File: src/rtl/mbc_rtc_pkg.sv
package mbc_rtc_pkg;
   localparam int RTC_NREG = 5;

   localparam logic [2:0] RGN_ENABLE = 3'd0;
   localparam logic [2:0] RGN_ROM    = 3'd1;
   localparam logic [2:0] RGN_RAMSEL = 3'd2;
   localparam logic [2:0] RGN_LATCH  = 3'd3;
   localparam logic [2:0] RGN_WINDOW = 3'd5;

   localparam logic [2:0] CLK_SEC   = 3'd0;
   localparam logic [2:0] CLK_MIN   = 3'd1;
   localparam logic [2:0] CLK_HOUR  = 3'd2;
   localparam logic [2:0] CLK_DAYLO = 3'd3;
   localparam logic [2:0] CLK_DAYHI = 3'd4;

   typedef logic [7:0] byte_t;

   // Keeps only the bits that the selected clock register implements.
   function automatic byte_t clk_field_mask(input logic [2:0] idx, input byte_t d);
      case (idx)
         CLK_SEC, CLK_MIN: return {2'b00, d[5:0]};
         CLK_HOUR:         return {3'b000, d[4:0]};
         CLK_DAYLO:        return d;
         default:          return {d[7], d[6], 5'b00000, d[0]};
      endcase
   endfunction
endpackage

File: src/rtl/mbc_ctrl_regs.sv
module mbc_ctrl_regs
   import mbc_rtc_pkg::*;
#(
   parameter int ROM_BANK_W = 7,
   parameter int RAM_BANK_W = 2,
   parameter bit ZERO_REMAP = 1'b1
) (
   input  logic                  clk,
   input  logic                  rst_n,
   input  logic                  wr_en,
   input  logic [2:0]            region,
   input  byte_t                 wdata,
   output logic                  acc_en,
   output logic [ROM_BANK_W-1:0] rom_bank,
   output logic [RAM_BANK_W-1:0] ram_bank,
   output logic                  clk_map,
   output logic [2:0]            clk_idx,
   output logic                  snap_take
);
   localparam int RAM_BANKS = 1 << RAM_BANK_W;

   logic                  latched;
   logic [ROM_BANK_W-1:0] rom_next;
   logic                  sel_ram;
   logic                  sel_clk;

   generate
      if (ZERO_REMAP) begin : g_remap
         always_comb
            rom_next = (wdata[ROM_BANK_W-1:0] == '0) ? ROM_BANK_W'(1) : wdata[ROM_BANK_W-1:0];
      end else begin : g_direct
         assign rom_next = wdata[ROM_BANK_W-1:0];
      end
   endgenerate

   assign sel_ram   = wdata < 8'(RAM_BANKS);
   assign sel_clk   = (wdata >= 8'h08) && (wdata <= 8'h0C);
   assign snap_take = wr_en && (region == RGN_LATCH) && !latched && (wdata == 8'h01);

   always_ff @(posedge clk) begin
      if (!rst_n) begin
         acc_en   <= 1'b0;
         rom_bank <= ROM_BANK_W'(1);
         ram_bank <= '0;
         clk_map  <= 1'b0;
         clk_idx  <= CLK_SEC;
         latched  <= 1'b0;
      end else if (wr_en) begin
         case (region)
            RGN_ENABLE: begin
               if (wdata == 8'h0A)      acc_en <= 1'b1;
               else if (wdata == 8'h00) acc_en <= 1'b0;
            end
            RGN_ROM: rom_bank <= rom_next;
            RGN_RAMSEL: begin
               if (sel_ram) begin
                  ram_bank <= wdata[RAM_BANK_W-1:0];
                  clk_map  <= 1'b0;
               end else if (sel_clk) begin
                  clk_idx <= wdata[2:0];   // 0x08..0x0C -> 0..4
                  clk_map <= 1'b1;
               end
            end
            RGN_LATCH: begin
               if (latched && wdata == 8'h00)       latched <= 1'b0;
               else if (!latched && wdata == 8'h01) latched <= 1'b1;
            end
            default: ;
         endcase
      end
   end
endmodule

File: src/rtl/rtc_wrap_cnt.sv
module rtc_wrap_cnt #(
   parameter int W     = 6,
   parameter int LIMIT = 59
) (
   input  logic         clk,
   input  logic         rst_n,
   input  logic         inc,
   input  logic         load,
   input  logic [W-1:0] load_val,
   output logic [W-1:0] val,
   output logic         wrap
);
   assign wrap = inc && (val == W'(LIMIT));

   always_ff @(posedge clk) begin
      if (!rst_n)    val <= '0;
      else if (load) val <= load_val;
      else if (inc)  val <= wrap ? '0 : val + 1'b1;
   end
endmodule

File: src/rtl/rtc_live.sv
module rtc_live
   import mbc_rtc_pkg::*;
(
   input  logic                      clk,
   input  logic                      rst_n,
   input  logic                      tick,
   input  logic                      wr_en,
   input  logic [2:0]                wr_idx,
   input  byte_t                     wr_byte,
   output logic [RTC_NREG-1:0][7:0]  live_regs,
   output logic                      halt,
   output logic                      ovf
);
   logic       step;
   logic       sec_w, min_w, hr_w, day_w;
   logic [5:0] sec, mins;
   logic [4:0] hrs;
   logic [8:0] day;
   logic [RTC_NREG-1:0] wr_sel;

   genvar g;
   generate
      for (g = 0; g < RTC_NREG; g++) begin : g_sel
         assign wr_sel[g] = wr_en && (wr_idx == 3'(g));
      end
   endgenerate

   assign step = tick && !halt && !wr_en;

   rtc_wrap_cnt #(.W(6), .LIMIT(59)) u_sec (
      .clk(clk), .rst_n(rst_n), .inc(step), .load(wr_sel[CLK_SEC]),
      .load_val(wr_byte[5:0]), .val(sec), .wrap(sec_w));

   rtc_wrap_cnt #(.W(6), .LIMIT(59)) u_min (
      .clk(clk), .rst_n(rst_n), .inc(sec_w), .load(wr_sel[CLK_MIN]),
      .load_val(wr_byte[5:0]), .val(mins), .wrap(min_w));

   rtc_wrap_cnt #(.W(5), .LIMIT(23)) u_hour (
      .clk(clk), .rst_n(rst_n), .inc(min_w), .load(wr_sel[CLK_HOUR]),
      .load_val(wr_byte[4:0]), .val(hrs), .wrap(hr_w));

   rtc_wrap_cnt #(.W(9), .LIMIT(511)) u_day (
      .clk(clk), .rst_n(rst_n), .inc(hr_w),
      .load(wr_sel[CLK_DAYLO] || wr_sel[CLK_DAYHI]),
      .load_val(wr_sel[CLK_DAYHI] ? {wr_byte[0], day[7:0]} : {day[8], wr_byte}),
      .val(day), .wrap(day_w));

   always_ff @(posedge clk) begin
      if (!rst_n) begin
         halt <= 1'b0;
         ovf  <= 1'b0;
      end else if (wr_sel[CLK_DAYHI]) begin
         ovf  <= wr_byte[7];
         halt <= wr_byte[6];
      end else if (day_w) begin
         ovf <= 1'b1;
      end
   end

   assign live_regs[CLK_SEC]   = {2'b00, sec};
   assign live_regs[CLK_MIN]   = {2'b00, mins};
   assign live_regs[CLK_HOUR]  = {3'b000, hrs};
   assign live_regs[CLK_DAYLO] = day[7:0];
   assign live_regs[CLK_DAYHI] = {ovf, halt, 5'b00000, day[8]};
endmodule

File: src/rtl/rtc_snapshot.sv
module rtc_snapshot
   import mbc_rtc_pkg::*;
(
   input  logic                      clk,
   input  logic                      rst_n,
   input  logic                      take,
   input  logic                      wr_en,
   input  logic [2:0]                wr_idx,
   input  byte_t                     wr_byte,
   input  logic [RTC_NREG-1:0][7:0]  live_regs,
   input  logic [2:0]                rd_idx,
   output byte_t                     rd_byte,
   output logic [RTC_NREG-1:0][7:0]  snap_regs
);
   genvar g;
   generate
      for (g = 0; g < RTC_NREG; g++) begin : g_slot
         always_ff @(posedge clk) begin
            if (!rst_n)                                 snap_regs[g] <= 8'h00;
            else if (take)                              snap_regs[g] <= live_regs[g];
            else if (wr_en && wr_idx == 3'(g))          snap_regs[g] <= wr_byte;
         end
      end
   endgenerate

   always_comb begin
      rd_byte = 8'hFF;
      for (int i = 0; i < RTC_NREG; i++)
         if (rd_idx == 3'(i)) rd_byte = snap_regs[i];
   end
endmodule

File: src/rtl/cart_rtc_mapper.sv
module cart_rtc_mapper
   import mbc_rtc_pkg::*;
#(
   parameter int ROM_BANK_W = 7,
   parameter int RAM_BANK_W = 2,
   parameter bit ZERO_REMAP = 1'b1
) (
   input  logic                  clk,
   input  logic                  rst_n,
   input  logic [2:0]            cpu_addr_top,
   input  logic [7:0]            cpu_wdata,
   input  logic                  cpu_wr,
   input  logic                  cpu_rd,
   input  logic                  sec_tick,
   output logic [ROM_BANK_W-1:0] rom_bank,
   output logic [RAM_BANK_W-1:0] ram_bank,
   output logic                  ram_en,
   output logic                  rd_valid,
   output logic [7:0]            rd_data
);
   generate
      if (ROM_BANK_W < 1 || ROM_BANK_W > 8 || RAM_BANK_W < 1 || RAM_BANK_W > 3) begin : g_bad_cfg
         $error("cart_rtc_mapper: bank widths out of range");
      end
   endgenerate

   logic                      acc_en;
   logic                      clk_map;
   logic [2:0]                clk_idx;
   logic                      snap_take;
   logic                      win_hit;
   logic                      win_wr;
   byte_t                     wr_masked;
   byte_t                     snap_byte;
   logic                      halt;
   logic                      ovf;
   logic [RTC_NREG-1:0][7:0]  live_regs;
   logic [RTC_NREG-1:0][7:0]  snap_regs;

   mbc_ctrl_regs #(
      .ROM_BANK_W(ROM_BANK_W), .RAM_BANK_W(RAM_BANK_W), .ZERO_REMAP(ZERO_REMAP)
   ) u_ctrl (
      .clk(clk), .rst_n(rst_n), .wr_en(cpu_wr), .region(cpu_addr_top), .wdata(cpu_wdata),
      .acc_en(acc_en), .rom_bank(rom_bank), .ram_bank(ram_bank),
      .clk_map(clk_map), .clk_idx(clk_idx), .snap_take(snap_take));

   assign win_hit   = (cpu_addr_top == RGN_WINDOW) && acc_en && clk_map;
   assign win_wr    = cpu_wr && win_hit;
   assign wr_masked = clk_field_mask(clk_idx, cpu_wdata);
   assign ram_en    = acc_en && !clk_map;

   rtc_live u_live (
      .clk(clk), .rst_n(rst_n), .tick(sec_tick), .wr_en(win_wr), .wr_idx(clk_idx),
      .wr_byte(wr_masked), .live_regs(live_regs), .halt(halt), .ovf(ovf));

   rtc_snapshot u_snap (
      .clk(clk), .rst_n(rst_n), .take(snap_take), .wr_en(win_wr), .wr_idx(clk_idx),
      .wr_byte(wr_masked), .live_regs(live_regs), .rd_idx(clk_idx),
      .rd_byte(snap_byte), .snap_regs(snap_regs));

   always_ff @(posedge clk) begin
      if (!rst_n) begin
         rd_valid <= 1'b0;
         rd_data  <= 8'hFF;
      end else begin
         rd_valid <= cpu_rd;
         if (cpu_rd) rd_data <= win_hit ? snap_byte : 8'hFF;
      end
   end
endmodule

File: config.mk
export PLATFORM = sky130hd
export DESIGN_NAME = cart_rtc_mapper
export DESIGN_NICKNAME = d
export VERILOG_FILES = /design/src/rtl/mbc_rtc_pkg.sv /design/src/rtl/mbc_ctrl_regs.sv /design/src/rtl/rtc_wrap_cnt.sv /design/src/rtl/rtc_live.sv /design/src/rtl/rtc_snapshot.sv /design/src/rtl/cart_rtc_mapper.sv
export SDC_FILE = /design/constraint.sdc
export NUM_CORES = 1
export LEC_CHECK = 0
export BUFFER_PORTS_ARGS = -buffer_cell sky130_fd_sc_hd__buf_2
export CORE_MARGIN = 10
export CORE_UTILIZATION = 65
export DETAILED_ROUTE_END_ITERATION = 6
export GPL_TIMING_DRIVEN = 0
export MAX_ROUTING_LAYER = met4
export PLACE_DENSITY = 0.91
export SETUP_SLACK_MARGIN = 0.4
export SLEW_MARGIN = 20
export SYNTH_ARGS = -nofsm -noshare
export SYNTH_HDL_FRONTEND = slang
export SYNTH_SLANG_ARGS = --single-unit
File: constraint.sdc
create_clock -name clk -period 3.4 [get_ports clk]
set_clock_uncertainty 0.05 [all_clocks]
set_input_delay 0.51 -clock clk [delete_from_list [all_inputs] [get_ports clk]]
set_output_delay 0.51 -clock clk [all_outputs]
set_load 0.05 [all_outputs]
==> reports/metrics.yaml <==
worst_setup_path:
  cp.arrival_ns: 2.97
  crit_type: "reg -> reg"
  path_cells: "nand4_1 -> clkbuf_1 -> o21ai_0 -> clkbuf_1 -> nor2_1 -> a222oi_1 -> nor2_1"
  cp.required_ns: 3.59
  crit_path_top_delay_cell: "o21ai_0"
  ff2ff_setup_slack_ns: 0.61
  crit-reg2reg-launch: "u_ctrl.clk_map$_SDFFE_PN0P_"
  rr_worst_depth: 7
  cp_max_fo: 10
  cp-start-kind: "register"
  slowest_delay_ns: 0.83
  end_kind: "register"
  r2r_end: "u_live.u_sec.val[4]$_SDFFE_PN0P_"
power:
  leakage_nw: 1.845
  p_comb_share_pct: 5.4
  peakVddDrop_uv: 211.3
  clkPwrFrac_pct: 43.2
  seqPwrFrac_pct: 51.4
  power_density_mw_per_mm2: 411.4
  p_switching_mw: 0.4941
  sw_frac_of_total_pct: 23.40
  internal_power_mw: 1.617
grt:
  grt.overflow.total: 0
  antenna_found_initial: 0
  grt_first_pass_wirelength_um: 23330
  grtUsageTotal_pct: 27.12
  first_global_vias: 4400
  grt_max_degree: 16
placed_design:
  dp_slack_ns: 0.4809
  dpl.hpwl_um: 10720
  place_area_mm2: 0.004883
  port_buffers: 31
  place_congestion: 0.9882
synthesis:
  synthAdderAreaFrac_pct: 1.358
  synth-simple-area-share_pct: 24.22
  async_reset_ff_share_pct: 0
  yosysSeqAreaShare_pct: 39.97
  ys_warn_count: 0
  synth-compound-area-share_pct: 23.89
  synth_mux_area_share_pct: 5.240
  synth_xor_area_share_pct: 0.9503
  synth_top_family_by_area: "simple AND/OR/NAND/NOR gates"
  synthFlopType: "dfxtp_1"
  synth.avg_cell_area_um2: 8.185
  syn-instance-count: 563
  syn_nets: 584
  synth_edf_count: 0
  synth.distinct_cells: 57
  synth_seq_cells: 92
  syn_area_mm2: 0.004608
clocking:
  cts_resized: 0
  cts_max_level: 3
  cts_tree: "built"
  clk_pin_slew_ns: 0.10
  cts.sinks: 92
  root_buffer: "clkbuf_8"
  cts.repair_timing.setup_buffer_count: 0
  cts_buffer_depth: 2
  numCtsBuffers: 9
  clk-insertion-delay-late_ns: 0.37
  ctsHoldBuffers: 0
timing:
  relSlewSlack_pct: 20.09
  hold_ws_ns: 0.3879
  final_max_slew_viol_count: 0
  hold_violations: 0
  rsz0062_at_grt: "false"
  period_share_pct: 81.92
  period_needed_ns: 2.785
  worst_pin_slew_ns: 1.189
  worst_slack_ns: 0.6148
  fmax_mhz: 359.0
  setup_viol: 0
  tns_ns: 0
route:
  drc: 0
  via_per_inst: 6.765
  drt_iter0_drc: 609
  num_vias: 4776
  antenna_left: 0
  dr.pass1.iters: 7
  wire_per_inst_um: 21.23
  routed_wl_um: 14990
min_path:
  whs_path_depth: 3
  min-delay-start: "cpu_wdata[5]"
  min_to: "u_ctrl.rom_bank[5]$_SDFFE_PN0P_"
  worst_hold_path_type: "in -> reg"
floorplan:
  die-area_mm2: 0.01086
  dieHeight_um: 104.2
  start_util_pct: 67.45
  io_pins: 35
  core_mm2: 0.006832
  rows: 30
  die_w_um: 104.2
layout:
  layout-drive-gt1-share_pct: 10.66
  antennaDiodeCount: 0
  area_delta_synth_final_pct: 11.38
  fin_area_mm2: 0.005132
  fin_util_pct: 75.13
  fin_nets: 626
flow_run:
  drv_cap: 0
status:
  status: "complete, no violations"
## worst max path at each step
stage,from,depth (start not counted),endpoint
after floorplan,u_live.u_min.val[0]$_SDFFE_PN0P_,7,u_live.u_day.val[1]$_SDFFE_PN0P_
after global placement,cpu_addr_top[1],8,u_live.u_sec.val[4]$_SDFFE_PN0P_
after detailed placement,cpu_addr_top[1],8,u_live.u_sec.val[4]$_SDFFE_PN0P_
after CTS,u_ctrl.clk_map$_SDFFE_PN0P_,7,u_live.u_sec.val[4]$_SDFFE_PN0P_
after global routing,u_ctrl.clk_map$_SDFFE_PN0P_,7,u_live.u_sec.val[4]$_SDFFE_PN0P_
final,u_ctrl.clk_map$_SDFFE_PN0P_,7,u_live.u_sec.val[4]$_SDFFE_PN0P_
## power by group through the flow
stage          sequential, mW  clock, mW  combinational (mW)
6_report                 1.08      0.912               0.115
5_1_grt                  1.09      0.943               0.121
4_1_cts                  1.08      0.900               0.110
3_5_place_dp             1.11          0               0.109
3_3_place_gp             1.11          0               0.108
2_1_floorplan            1.12          0              0.0561
## metrics by stage
step                      power (mW)  instances
after floorplan                1.174        563
after global placement         1.217        690
after detailed placement       1.219        690
after CTS                      2.095        706
after global routing           2.149        706
final                          2.111        706
## area by class of cell
cell class              instances  area, µm²
clock inverters                 6      111.4
flip-flops and latches         92       1842
multi-input cells             418       2565
inverters                       5      18.77
well taps                      96      120.1
repair buffers                 31      155.1
plain buffers                  48      182.7
fillers                       562       1699
clock buffers                  10      137.6
## synthesized netlist by cell type, types with 3 or more instances
cell	instances	area, µm²
nor3_1	18	90.09
o21a_1	3	22.52
o22ai_1	5	31.28
nand2_1	44	165.2
a22oi_1	10	75.07
and3_1	9	56.30
nand3b_1	4	30.03
mux2_2	7	78.83
inv_1	5	18.77
xor2_1	3	26.28
mux2i_1	14	140.1
o2bb2ai_1	4	35.03
o21ai_0	51	255.2
nor4_1	6	37.54
nand3_1	12	60.06
nand4_1	8	50.05
nor2b_1	9	56.30
a211oi_1	8	60.06
o22a_1	8	70.07
o221ai_1	7	61.31
or3_1	3	18.77
clkbuf_1	46	172.7
o2111ai_1	4	35.03
dfxtp_1	92	1842
nand2b_1	8	50.05
or4_1	3	22.52
nor2_1	48	180.2
a221oi_1	3	26.28
ha_1	5	62.56
a31oi_1	7	43.79
a21oi_1	53	265.3
and4_1	3	26.28
nor3b_1	5	37.54
and2_1	15	93.84
## cell usage in the layout (no fill, tap or decap), types with 4 or more instances in the layout
master     netlist  routed
and3_1           9       9
buf_2            2      33
dfxtp_1         92      92
o2111ai_1        4       4
inv_1            5       5
nand3b_1         4       4
nor2b_1          9       9
nor3_1          18      18
o2bb2ai_1        4       4
nor3b_1          5       5
nor4_1           6       6
mux2_2           7       7
o21ai_0         51      51
nor2_1          48      48
o22ai_1          5       5
nand2_1         44      44
o221ai_1         7       7
nand4_1          8       8
clkbuf_1        46      46
a21oi_1         53      53
o22a_1           8       8
a22oi_1         10      10
a31oi_1          7       7
nand2b_1         8       8
nand3_1         12      12
clkbuf_8         0      10
mux2i_1         14      14
a211oi_1         8       8
ha_1             5       5
and2_1          15      15
## per-layer routing
metal / track usage (%) / part of all wire, % / routed length, µm
met2: 42.48 / 47 / 7039
met4: 13.62 / 3.4 / 503
met1: 32.19 / 40 / 5965
met3: 5.948 / 9.9 / 1483
met5: - / 0 / 0
## worst max-delay path, delay by kind of cell, from the launching register on
kind	cells	cell delay, ns
flip-flops	1	0.41
buffers and inverters	2	0.66
AND/OR/NAND/NOR	3	0.37
AO/OA/AOI/OAI	2	1.15
## kinds of logic after synthesis
| group | count (synthesis) |
|---|---|
| AOI/OAI and AO/OA | 177 |
| xor gates and xnor gates | 5 |
| adders and majority gates | 5 |
| buffers and inverters | 53 |
| DFF | 92 |
| muxes | 22 |
| and+or+nand+nor | 209 |
## sequential cells by signal (all words and copies together) (netlist names), 3 cells and up
name,cells
u_snap.snap_regs,40
u_live.u_day.val,9
rd_data,8
u_ctrl.rom_bank,7
u_live.u_min.val,6
u_live.u_sec.val,6
u_live.u_hour.val,5
u_ctrl.clk_idx,3
Power figures use the tool's default switching activity.
